[src/rtl/recfg_pkg.sv]
package recfg_pkg;
  typedef enum logic [3:0] {
    ST_IDLE,
    ST_PROG,
    ST_WRDY,
    ST_RD,
    ST_CAP,
    ST_SHIFT,
    ST_LATCH,
    ST_PUSH,
    ST_CHK
  } seq_state_e;
endpackage

[src/rtl/recfg_shift.sv]
module recfg_shift #(
  parameter int BYTE_W = 8
) (
  input  logic              clk,
  input  logic              rst_n,
  input  logic              load,
  input  logic [BYTE_W-1:0] din,
  output logic              bit_o,
  output logic              shift_o,
  output logic              idle_o
);
  localparam int CNT_W = $clog2(BYTE_W + 1);

  logic [BYTE_W-1:0] sh_q;
  logic [CNT_W-1:0]  cnt_q;

  always_ff @(posedge clk) begin
    if (!rst_n) begin
      sh_q  <= '0;
      cnt_q <= '0;
    end else if (load) begin
      sh_q  <= din;
      cnt_q <= CNT_W'(BYTE_W);
    end else if (cnt_q != '0) begin
      sh_q  <= {sh_q[BYTE_W-2:0], 1'b0};
      cnt_q <= cnt_q - 1'b1;
    end
  end

  assign bit_o   = sh_q[BYTE_W-1];
  assign shift_o = (cnt_q != '0);
  assign idle_o  = (cnt_q == '0);
endmodule

[src/rtl/recfg_addr.sv]
module recfg_addr #(
  parameter int ADDR_W    = 19,
  parameter int SLOT_W    = 2,
  parameter int CLK_BYTES = 16
) (
  input  logic              clk,
  input  logic              rst_n,
  input  logic              clr,
  input  logic              inc,
  input  logic [SLOT_W-1:0] slot,
  output logic [ADDR_W-1:0] addr,
  output logic              in_clk,
  output logic              clk_end,
  output logic              last
);
  localparam int OFF_W = ADDR_W - SLOT_W;

  logic [OFF_W-1:0] off_q;

  always_ff @(posedge clk) begin
    if (!rst_n)   off_q <= '0;
    else if (clr) off_q <= '0;
    else if (inc) off_q <= off_q + 1'b1;
  end

  assign addr    = {slot, off_q};
  assign in_clk  = (off_q < OFF_W'(CLK_BYTES));
  assign clk_end = (off_q == OFF_W'(CLK_BYTES - 1));
  assign last    = &off_q;
endmodule

[src/rtl/recfg_seq.sv]
module recfg_seq
  import recfg_pkg::*;
#(
  parameter int ADDR_W    = 19,
  parameter int SLOT_W    = 2,
  parameter int CLK_BYTES = 16
) (
  input  logic              clk,
  input  logic              rst_n,
  input  logic              host_wr,
  input  logic [SLOT_W-1:0] host_slot,
  input  logic              user_req,
  input  logic [SLOT_W-1:0] user_slot,
  output logic              busy,
  output logic              irq_done,
  output logic              irq_err,
  output logic [SLOT_W-1:0] active_slot,
  output logic              mem_rd,
  output logic [ADDR_W-1:0] mem_addr,
  input  logic [7:0]        mem_rdata,
  output logic              ck_bit,
  output logic              ck_shift,
  output logic              ck_latch,
  output logic              dev_program,
  input  logic              dev_ready,
  input  logic              dev_done,
  output logic              cfg_valid,
  input  logic              cfg_ready,
  output logic [7:0]        cfg_data
);
  seq_state_e        state_q, state_d;
  logic [SLOT_W-1:0] slot_q;
  logic [7:0]        byte_q;
  logic              busy_q, done_q, err_q;
  logic              start, fin_ok, fin_err, off_clr, off_inc, sh_load;
  logic              in_clk, clk_end, last, sh_idle;
  logic [SLOT_W-1:0] sel_slot;

  assign start    = (state_q == ST_IDLE) && (host_wr || user_req);
  assign sel_slot = host_wr ? host_slot : user_slot;

  recfg_addr #(.ADDR_W(ADDR_W), .SLOT_W(SLOT_W), .CLK_BYTES(CLK_BYTES)) addr_i (
    .clk(clk), .rst_n(rst_n), .clr(off_clr), .inc(off_inc), .slot(slot_q),
    .addr(mem_addr), .in_clk(in_clk), .clk_end(clk_end), .last(last)
  );

  recfg_shift #(.BYTE_W(8)) shift_i (
    .clk(clk), .rst_n(rst_n), .load(sh_load), .din(mem_rdata),
    .bit_o(ck_bit), .shift_o(ck_shift), .idle_o(sh_idle)
  );

  always_comb begin
    state_d = state_q;
    fin_ok  = 1'b0;
    fin_err = 1'b0;
    off_clr = 1'b0;
    off_inc = 1'b0;
    sh_load = 1'b0;
    mem_rd  = 1'b0;
    unique case (state_q)
      ST_IDLE: if (start) begin
        off_clr = 1'b1;
        state_d = ST_PROG;
      end
      ST_PROG: state_d = ST_WRDY;
      ST_WRDY: if (dev_ready) state_d = ST_RD;
      ST_RD: begin
        if (dev_done && !in_clk) begin
          fin_ok  = 1'b1;
          state_d = ST_IDLE;
        end else begin
          mem_rd  = 1'b1;
          state_d = ST_CAP;
        end
      end
      ST_CAP: begin
        if (in_clk) begin
          sh_load = 1'b1;
          state_d = ST_SHIFT;
        end else begin
          state_d = ST_PUSH;
        end
      end
      ST_SHIFT: if (sh_idle) begin
        off_inc = 1'b1;
        state_d = clk_end ? ST_LATCH : ST_RD;
      end
      ST_LATCH: state_d = ST_RD;
      ST_PUSH: begin
        if (dev_done) begin
          fin_ok  = 1'b1;
          state_d = ST_IDLE;
        end else if (cfg_ready) begin
          off_inc = 1'b1;
          state_d = last ? ST_CHK : ST_RD;
        end
      end
      ST_CHK: begin
        fin_ok  = dev_done;
        fin_err = !dev_done;
        state_d = ST_IDLE;
      end
      default: state_d = ST_IDLE;
    endcase
  end

  always_ff @(posedge clk) begin
    if (!rst_n) begin
      state_q <= ST_IDLE;
      slot_q  <= '0;
      byte_q  <= '0;
      busy_q  <= 1'b0;
      done_q  <= 1'b0;
      err_q   <= 1'b0;
    end else begin
      state_q <= state_d;
      if (start) begin
        slot_q <= sel_slot;
        busy_q <= 1'b1;
        done_q <= 1'b0;
        err_q  <= 1'b0;
      end
      if (fin_ok || fin_err) busy_q <= 1'b0;
      if (fin_ok)  done_q <= 1'b1;
      if (fin_err) err_q  <= 1'b1;
      if (state_q == ST_CAP) byte_q <= mem_rdata;
    end
  end

  assign busy        = busy_q;
  assign irq_done    = done_q;
  assign irq_err     = err_q;
  assign active_slot = slot_q;
  assign dev_program = (state_q == ST_PROG);
  assign ck_latch    = (state_q == ST_LATCH);
  assign cfg_valid   = (state_q == ST_PUSH);
  assign cfg_data    = byte_q;
endmodule

[config.mk]
export PLATFORM = sky130hd
export DESIGN_NAME = recfg_seq
export DESIGN_NICKNAME = d
export VERILOG_FILES = /design/src/rtl/recfg_pkg.sv /design/src/rtl/recfg_shift.sv /design/src/rtl/recfg_addr.sv /design/src/rtl/recfg_seq.sv
export SDC_FILE = /design/constraint.sdc
export NUM_CORES = 1
export LEC_CHECK = 0
export BUFFER_PORTS_ARGS = -buffer_cell sky130_fd_sc_hd__buf_2
export CAP_MARGIN = 0
export CORE_MARGIN = 3
export CORE_UTILIZATION = 56
export DETAILED_ROUTE_END_ITERATION = 7
export GPL_TIMING_DRIVEN = 1
export PLACE_DENSITY = 0.83
export REMOVE_ABC_BUFFERS = 1
export SYNTH_ARGS = -nofsm -noshare
export SYNTH_HDL_FRONTEND = slang
export SYNTH_SLANG_ARGS = --single-unit
[constraint.sdc]
create_clock -name clk -period 4.2 [get_ports clk]
set_clock_uncertainty 0.2 [all_clocks]
set_input_delay 0.84 -clock clk [delete_from_list [all_inputs] [get_ports clk]]
set_output_delay 0.84 -clock clk [all_outputs]
set_load 0.02 [all_outputs]
# Word-level counts from Yosys, hierarchy flattened
# Cells that the tools add are included.
# classes
addsub,2
order_cmp,1
n_eq_ne,13
n_mux,32
n_bitwise,1
reduce_logical,17
# ops
cell,n
4-bit two-way mux,8
4-bit one-hot mux with 8 select lines,1
"17-bit by 1-bit adder with 17-bit output, second input constant",1
"17-bit by 4-bit == test with 1-bit output, second input constant",1
"17-bit by 5-bit < comparator with 1-bit output, second input constant",1
17-bit AND reduction,1
"4-bit by 3-bit == test with 1-bit output, second input constant",4
8-bit two-way mux,2
1-bit two-way mux,15
"4-bit by 2-bit == test with 1-bit output, second input constant",2
4-bit logical NOT,2
3-bit two-way mux,2
"2-bit != test, second input constant",3
2-bit nonzero test,3
2-bit OR reduction,3
"4-bit by 1-bit == test with 1-bit output, second input constant",1
"4-bit == test, second input constant",1
2-bit two-way mux,2
4-bit AND reduction,1
4-bit nonzero test,1
"4-bit by 1-bit subtractor with 4-bit output, second input constant",1
"3-bit by 2-bit != test with 1-bit output, second input constant",1
1-bit one-hot mux with 3 select lines,1
1-bit logical AND,2
4 further kinds,6
# totals
ff_bits,46
input_bits,19
output_inout_bits,38

# Longest topological paths before layout
# Gate-level depths: netlist (run 1).
# logic_depth
depth_word,7
ltp_mapped,10

# Modules after synthesis
# From an unflattened synthesis (run 1), not the netlist that was laid out.
# unflattened
cells_unflattened,272
hier_area_um2,2298.5
# modules_own_cells
module,n_inst,cells_each,area_per_inst_um2
recfg_addr,1,104,914.6
recfg_seq,1,105,863.3
recfg_shift,1,63,520.5

# Worst setup path after synthesis (run 1)
# No wires, ideal clock.
# synth_timing
kind,input port to output port
startpoint,input port dev_done
endpoint,output port mem_rd
arrival_ps,1600
required_ps,3160
path_slack_ps,1560
cell_stages,2
path_cell_list,clkbuf_1 > a211oi_1
# synth_between
elab_chain_cells,3
# synth_rtl
item,line_no,rtl
start: declaration,recfg_seq.sv:26,"input logic dev_done,"
1-bit logical AND,recfg_seq.sv:68,if (dev_done && !in_clk) begin
1-bit two-way mux,recfg_seq.sv:68,
1-bit two-way mux,recfg_seq.sv:60,unique case (state_q)
end: declaration,recfg_seq.sv:18,"output logic mem_rd,"
# Every way passes these cells.

# Final worst setup path (run 1)
# layout_timing
startpoint,register addr_i.off_q[9]
endpoint,output port mem_rd
# layout_between
elab_chain_cells,5
# layout_rtl
item,line_no,rtl
start: declaration,recfg_addr.sv:18,logic [OFF_W-1:0] off_q;
start signal: assignment,recfg_addr.sv:23,else if (inc) off_q <= off_q + 1'b1;
17-bit by 5-bit < comparator with 1-bit output,recfg_addr.sv:27,assign in_clk = (off_q < OFF_W'(CLK_BYTES));
1-bit logical NOT,recfg_seq.sv:68,
1-bit logical AND,recfg_seq.sv:68,
1-bit two-way mux,recfg_seq.sv:68,
1-bit two-way mux,recfg_seq.sv:60,
# Every way passes these cells.

==> flow_metrics.tcl, run 1 <==
set metrics [dict create \
    status "finished clean" \
    final_cells 361 \
    maxCapViolations 0 \
    dieArea_sq_um 4910 \
    dr_total_vias 2015 \
    synth_top_family_by_area "simple AND/OR/NAND/NOR gates" \
    ant_nets 0 \
    synth_compound_area_share_pct 12.7 \
    dr.pass1.iters 4 \
    routed_wl_mm 4.98 \
    drt-initial-drc-count 149 \
    synth_warnings 0 \
    clk_latency_ns 0.30 \
    slowest_stage "a211oi_1" \
    synth_area_sq_um 2300 \
    min_period_ns 2.96 \
    clk_pin_slew_ns 0.08 \
    final_max_slew_viol_count 0 \
    synthSimpleGateAreaFrac_pct 30.7 \
    ys_types 47 \
    num_antenna_cells 0 \
    ys.flop_type "dfxtp_1" \
    end_kind "output port" \
    postCtsHoldBufs 0 \
    crit_type "reg -> out" \
    synth_xor_area_share_pct 6.10 \
    rsz0062_at_grt "false" \
    worstPathArrival_ns 1.92 \
    dp_slack_ns 1.56 \
    io_buffers 56 \
    cts_tree "done" \
    cellPowerDensity_nw_per_um2 415 \
    crit_path_cell_trace "nor4_1, nand4_1, a211oi_1, buf_2" \
    clk_path_buf_depth 2 \
    root_buffer "clkbuf_8" \
    fin_setup_tns_ns 0 \
    gp_congestion 0.821 \
    die_y_microns 70.1 \
    synthMuxAreaShare_pct 1.74 \
    max_stage_delay_ns 0.39 \
    setup-violations-final 0 \
    post-route-period-util_pct 70.5 \
    h-tree-depth 2 \
    io_pins 57 \
    core_sq_um 3800 \
    final_layout_size_suffix_gt1_share_pct 26.5 \
    slew_headroom_pct 37.6 \
    startpoint_type "flip-flop" \
    chipWidth_microns 70.1 \
    wire_per_inst_microns 13.8 \
    cts.repair.resized 0 \
    grt.total_usage_pct 20.7 \
    vias_per_cell 5.58 \
    yosys.area_share.adder_pct 2.18 \
    setup_ws_ns 1.24 \
    final_common_cell "buf_2" \
    grt_pass1_vias 1799 \
    final_core_util_pct 69.4 \
    cts_setup_buffers 0 \
    grt_max_degree 25 \
    grt_pass1_wl_mm 8.36 \
    ys_async_sr_fraction_pct 0 \
    nNetsFinal 335 \
    synth_seq_cells 46 \
    cp.required_ns 3.16 \
    overflow 0 \
    cp_max_fo 7 \
    hold_path_class "reg -> reg" \
    drc 0 \
    start_util_pct 60.5 \
    placed_cells 353 \
    irDropWorstVdd_mv 0.246 \
    numClockSinks 46 \
    hpwlAfterDp_mm 3.48 \
    grt_antenna_before_repair 0 \
    cts_made_buffers 5 \
    p_leak_nw 1.08 \
    power_mw 1.09 \
    layout_common_cells "56 x buf_2, 46 x dfxtp_1, 41 x nand2_1, 33 x nor2_1, 19 x a21oi_1" \
    syn2layout_area_growth_pct 14.8 \
    netlist_instances 265 \
    hold_viol 0 \
    yosysSeqAreaShare_pct 40.1 \
    max_freq_mhz 338 \
    num_rows 22 \
    worstMarginPinSlew_ns 0.934 \
    syn-mean-instance-area_sq_um 8.67 \
    synth_edf_count 0 \
]
## final timing paths
kind | startpoint | endpoint | slack, ns | cells past startpoint
min | cfg_data[1] | cfg_data[1] | 0.26 | 2
min reg2reg | cfg_data[1] | cfg_data[1] | 0.26 | 2
max reg2reg | addr_i.off_q[5] | state_q[1] | 1.55 | 9
max | addr_i.off_q[9] | mem_rd | 1.24 | 4
## sequential cells by signal, indices dropped and copies added (netlist names), 2 cells and up
name,flops
addr_i.off_q,17
cfg_data,8
shift_i.sh_q,8
shift_i.cnt_q,4
state_q,4
active_slot,2
## report_power, final
group          internal (mW)  leakage (nW)  switching, mW
registers              0.469         0.373         0.0313
logic                 0.0989         0.650          0.171
clock network          0.178        0.0524          0.145
## cell usage after synthesis, types with 3 or more instances
master,n,area [sq um]
nor2_1,33,124
a211oi_1,4,30.0
o21ai_0,5,25.0
nand2_1,41,154
ha_1,4,50.1
nor3b_1,3,22.5
nor4b_2,4,60.1
nor2b_1,4,25.0
a21oi_1,19,95.1
a311oi_1,7,61.3
dfxtp_1,46,921
clkbuf_1,7,26.3
buf_6,3,33.8
xnor2_1,15,131
buf_2,4,20.0
mux2i_1,4,40.0
nor3_2,6,60.1
nand3_1,6,30.0
nor3_1,5,25.0
nor4_1,4,25.0
inv_1,7,26.3
buf_4,3,22.5
## critical path, delay by kind of cell (launching register included)
kind / cells / cell delay [ns]
AO/OA/AOI/OAI: 1 / 0.39
buffers and inverters: 1 / 0.23
flip-flops: 1 / 0.35
AND/OR/NAND/NOR: 2 / 0.65
## metrics by stage
stage                     instance area [sq um]  hold WS [ns]
after detailed placement                   2530         0.247
after global placement                     2530         0.238
final                                      2640         0.256
after global routing                       2640         0.276
after floorplan                            2170         0.248
after CTS                                  2640         0.259
## per-layer routing
metal  routed length [microns]  global-route usage [%]  vias up
li1                          -                       -     1015
met1                      2160                    26.2      926
met2                      2440                    34.2       69
met3                       328                    4.75        5
met4                        43                    7.45        0
met5                         0                       0        -
## final cells by class
cell class	instances	area, sq um
Multi-Input combinational cell	194	1230
Fill cell	332	1160
Sequential cell	46	921
Timing Repair Buffer	58	295
Clock buffer	7	76.3
Tap cell	48	60.1
Clock inverter	1	30.0
Inverter	7	26.3
## logic make-up after synthesis
logic type | count (synthesis)
AO/OA/AOI/OAI | 44
XOR/XNOR | 16
adder cells (fa/ha/maj) | 4
buffers and inverters | 25
flip-flops | 46
multiplexers | 4
AND/OR/NAND/NOR | 126
Power figures use the tool's default switching activity.
==> inputs of run 2 (changes only) <==
ABC_AREA = 1   (was default)
CORE_UTILIZATION = 48   (was 56)
PLACE_DENSITY = 0.76   (was 0.83)
clock period = 2.7 ns   (was 4.2 ns; I/O delays follow)
==> run 2 against run 1 <==
Net effect:
- largest cell class unchanged
- clock power is 22% higher
- highest routed layer unchanged
- count of clock-buffer cells in the layout is 2 lower
- largest power group unchanged
- core utilization is 9.7 points lower
==> flow_metrics.tcl, run 2 <==
set metrics [dict create \
    startpoint_type "flip-flop" \
    cts_made_buffers 5 \
    ys_async_sr_fraction_pct 0 \
    status "finished clean" \
    min_path_cells 2 \
    num_rows 24 \
    setup-violations-final 0 \
    worstHoldStart "shift_i.cnt_q[0]" \
    hold_viol 0 \
    io_pins 57 \
    timing.rr.start "addr_i.off_q[0]" \
    grt_pass1_wl_mm 8.69 \
    slew_headroom_pct 67.2 \
    drt-initial-drc-count 153 \
    ys_types 34 \
    synth_warnings 0 \
    synth_compound_area_share_pct 11.3 \
    dpl_cell_area_sq_um 2630 \
    post-route-period-util_pct 83.1 \
    rsz0062_at_grt "false" \
    cellPowerDensity_nw_per_um2 614 \
    cts_setup_buffers 0 \
    synthMuxAreaShare_pct 0.966 \
    dr_total_vias 2307 \
    synthSimpleGateAreaFrac_pct 36.1 \
    synth_top_area_share_pct 39.5 \
    core_sq_um 4530 \
    fin_setup_tns_ns 0 \
    grt_max_degree 23 \
    gp_congestion 0.853 \
    grt_antenna_before_repair 0 \
    cp_max_fo 4 \
    cts_tree "done" \
    final_layout_size_suffix_gt1_share_pct 20.8 \
    final_cells 460 \
    clk_pin_slew_ns 0.08 \
    grt.total_usage_pct 19.5 \
    netlist_instances 341 \
    synth_most_common_cell "nand2_1" \
    min_period_ns 2.24 \
    overflow 0 \
    root_buffer "clkbuf_8" \
    largest_reg_flops 17 \
    layout_common_cells "87 x nand2_1, 56 x buf_2, 55 x nor2_1, 46 x dfxtp_1, 31 x inv_1" \
    start_util_pct 51.4 \
    synth_edf_count 0 \
    maxCapViolations 0 \
    ant_nets 0 \
    syn2layout_area_growth_pct 16.2 \
    num_antenna_cells 0 \
    cp.required_ns 2.67 \
    worst-r2r-setup-slack_ns 0.46 \
    hold_path_class "reg -> reg" \
    crit_type "reg -> reg" \
    largest-register "addr_i.off_q" \
    dr.pass1.iters 4 \
    final_max_slew_viol_count 0 \
    chipWidth_microns 75.7 \
    postCtsHoldBufs 0 \
    worstPathArrival_ns 2.21 \
    die_y_microns 75.7 \
    dieArea_sq_um 5730 \
    final_common_cell "nand2_1" \
    clk_path_buf_depth 2 \
    ys.flop_type "dfxtp_1" \
    irDropWorstVdd_mv 0.374 \
    cts.repair.resized 0 \
    clk_latency_ns 0.29 \
    yosys.area_share.adder_pct 2.15 \
    hpwlAfterDp_mm 4.08 \
    routed_wl_mm 5.37 \
    synth_area_sq_um 2330 \
    io_buffers 56 \
    grt_pass1_vias 1974 \
    p_leak_nw 1.20 \
    yosysTopAreaCell "dfxtp_1" \
    syn-mean-instance-area_sq_um 6.84 \
    nNetsFinal 418 \
    synth_top_family_by_area "simple AND/OR/NAND/NOR gates" \
    wire_per_inst_microns 11.7 \
    rr_endpoint "state_q[1]" \
    holdPathEnd "shift_i.cnt_q[0]" \
    h-tree-depth 2 \
    worstMarginPinSlew_ns 0.491 \
    max_freq_mhz 446 \
    r2r_cells 11 \
    synth_seq_cells 46 \
    end_kind "flip-flop" \
    drc 0 \
    vias_per_cell 5.02 \
    power_mw 1.66 \
    synth_area_leaders "dfxtp_1 40%, nand2_1 14%, nor2_1 8.9%, a21oi_1 5.6%, inv_1 5.0%" \
    placed_cells 453 \
    numClockSinks 46 \
    synth_common_cells "87 x nand2_1, 55 x nor2_1, 46 x dfxtp_1" \
    finish.instance_area_sq_um 2710 \
    synth_xor_area_share_pct 1.50 \
    yosysSeqAreaShare_pct 39.5 \
    fillers 434 \
]
==> run 2: cell count changes after synthesis, moves of 9 or more <==
| cell | delta |
|---|---|
| nor2_1 | +22 |
| inv_1 | +24 |
| nand3_1 | +10 |
| nand2_1 | +46 |
| o21ai_0 | +9 |
| xnor2_1 | -13 |
==> run 2: area by class of cell <==
cell class | instances | area, sq um | share of cell area (%)
Tap cell | 65 | 81.3 | 3.00
Timing Repair Buffer | 56 | 280 | 10.3
Clock buffer | 5 | 68.8 | 2.54
Clock inverter | 2 | 10.0 | 0.370
Sequential cell | 46 | 921 | 34.0
Inverter | 35 | 134 | 4.94
Multi-Input combinational cell | 251 | 1210 | 44.8
==> run 2: logic make-up after synthesis <==
kind of cell,after synthesis
flops,46
simple gates,190
buf+inv,44
compound gates,51
fa+ha+maj,4
mux,2
xor+xnor,4
==> run 2: worst max-delay path: stages (launching register included) <==
cell	delay [ns]
dfxtp_1	0.38
ha_1	0.20
nand2_1	0.08
nor3_1	0.33
nand2_1	0.15
nor4_1	0.25
ha_1	0.20
inv_1	0.05
nand2_1	0.07
nand4_1	0.09
nand2_1	0.07
a21oi_1	0.05
==> run 2: how the worst max path moves through the flow <==
stage                          from               to  cells after the start
global route        addr_i.off_q[0]       state_q[1]                     11
floorplan           addr_i.off_q[0]       state_q[1]                     11
finish              addr_i.off_q[0]       state_q[1]                     11
detailed placement  addr_i.off_q[0]       state_q[1]                     11
global placement           dev_done  addr_i.off_q[6]                      7
CTS                 addr_i.off_q[0]       state_q[1]                     11
==> run 2: layer usage <==
metal | routed length (microns) | track usage (%) | up-vias | share of wire, %
met3 | 288 | 4.35 | 2 | 5.4
met2 | 2470 | 31.5 | 59 | 46
met5 | 0 | 0 | - | 0
met1 | 2580 | 25.8 | 1043 | 48
met4 | 32 | 6.60 | 0 | 0.60
li1 | - | - | 1203 | -
==> run 2: where the power goes <==
part           switching [mW]  internal [mW]
clock                   0.220          0.174
combinational           0.333          0.167
sequential             0.0367          0.733
==> run 2: stage by stage <==
stage          utilization [%]  setup WS, ns  hold slack, ns
6_report                  59.7         0.457           0.264
5_1_grt                   59.7         0.223           0.282
4_1_cts                   59.7         0.469           0.264
3_5_place_dp              58.0         0.489           0.252
3_3_place_gp              58.0         0.635           0.247
2_1_floorplan                -         0.589           0.239
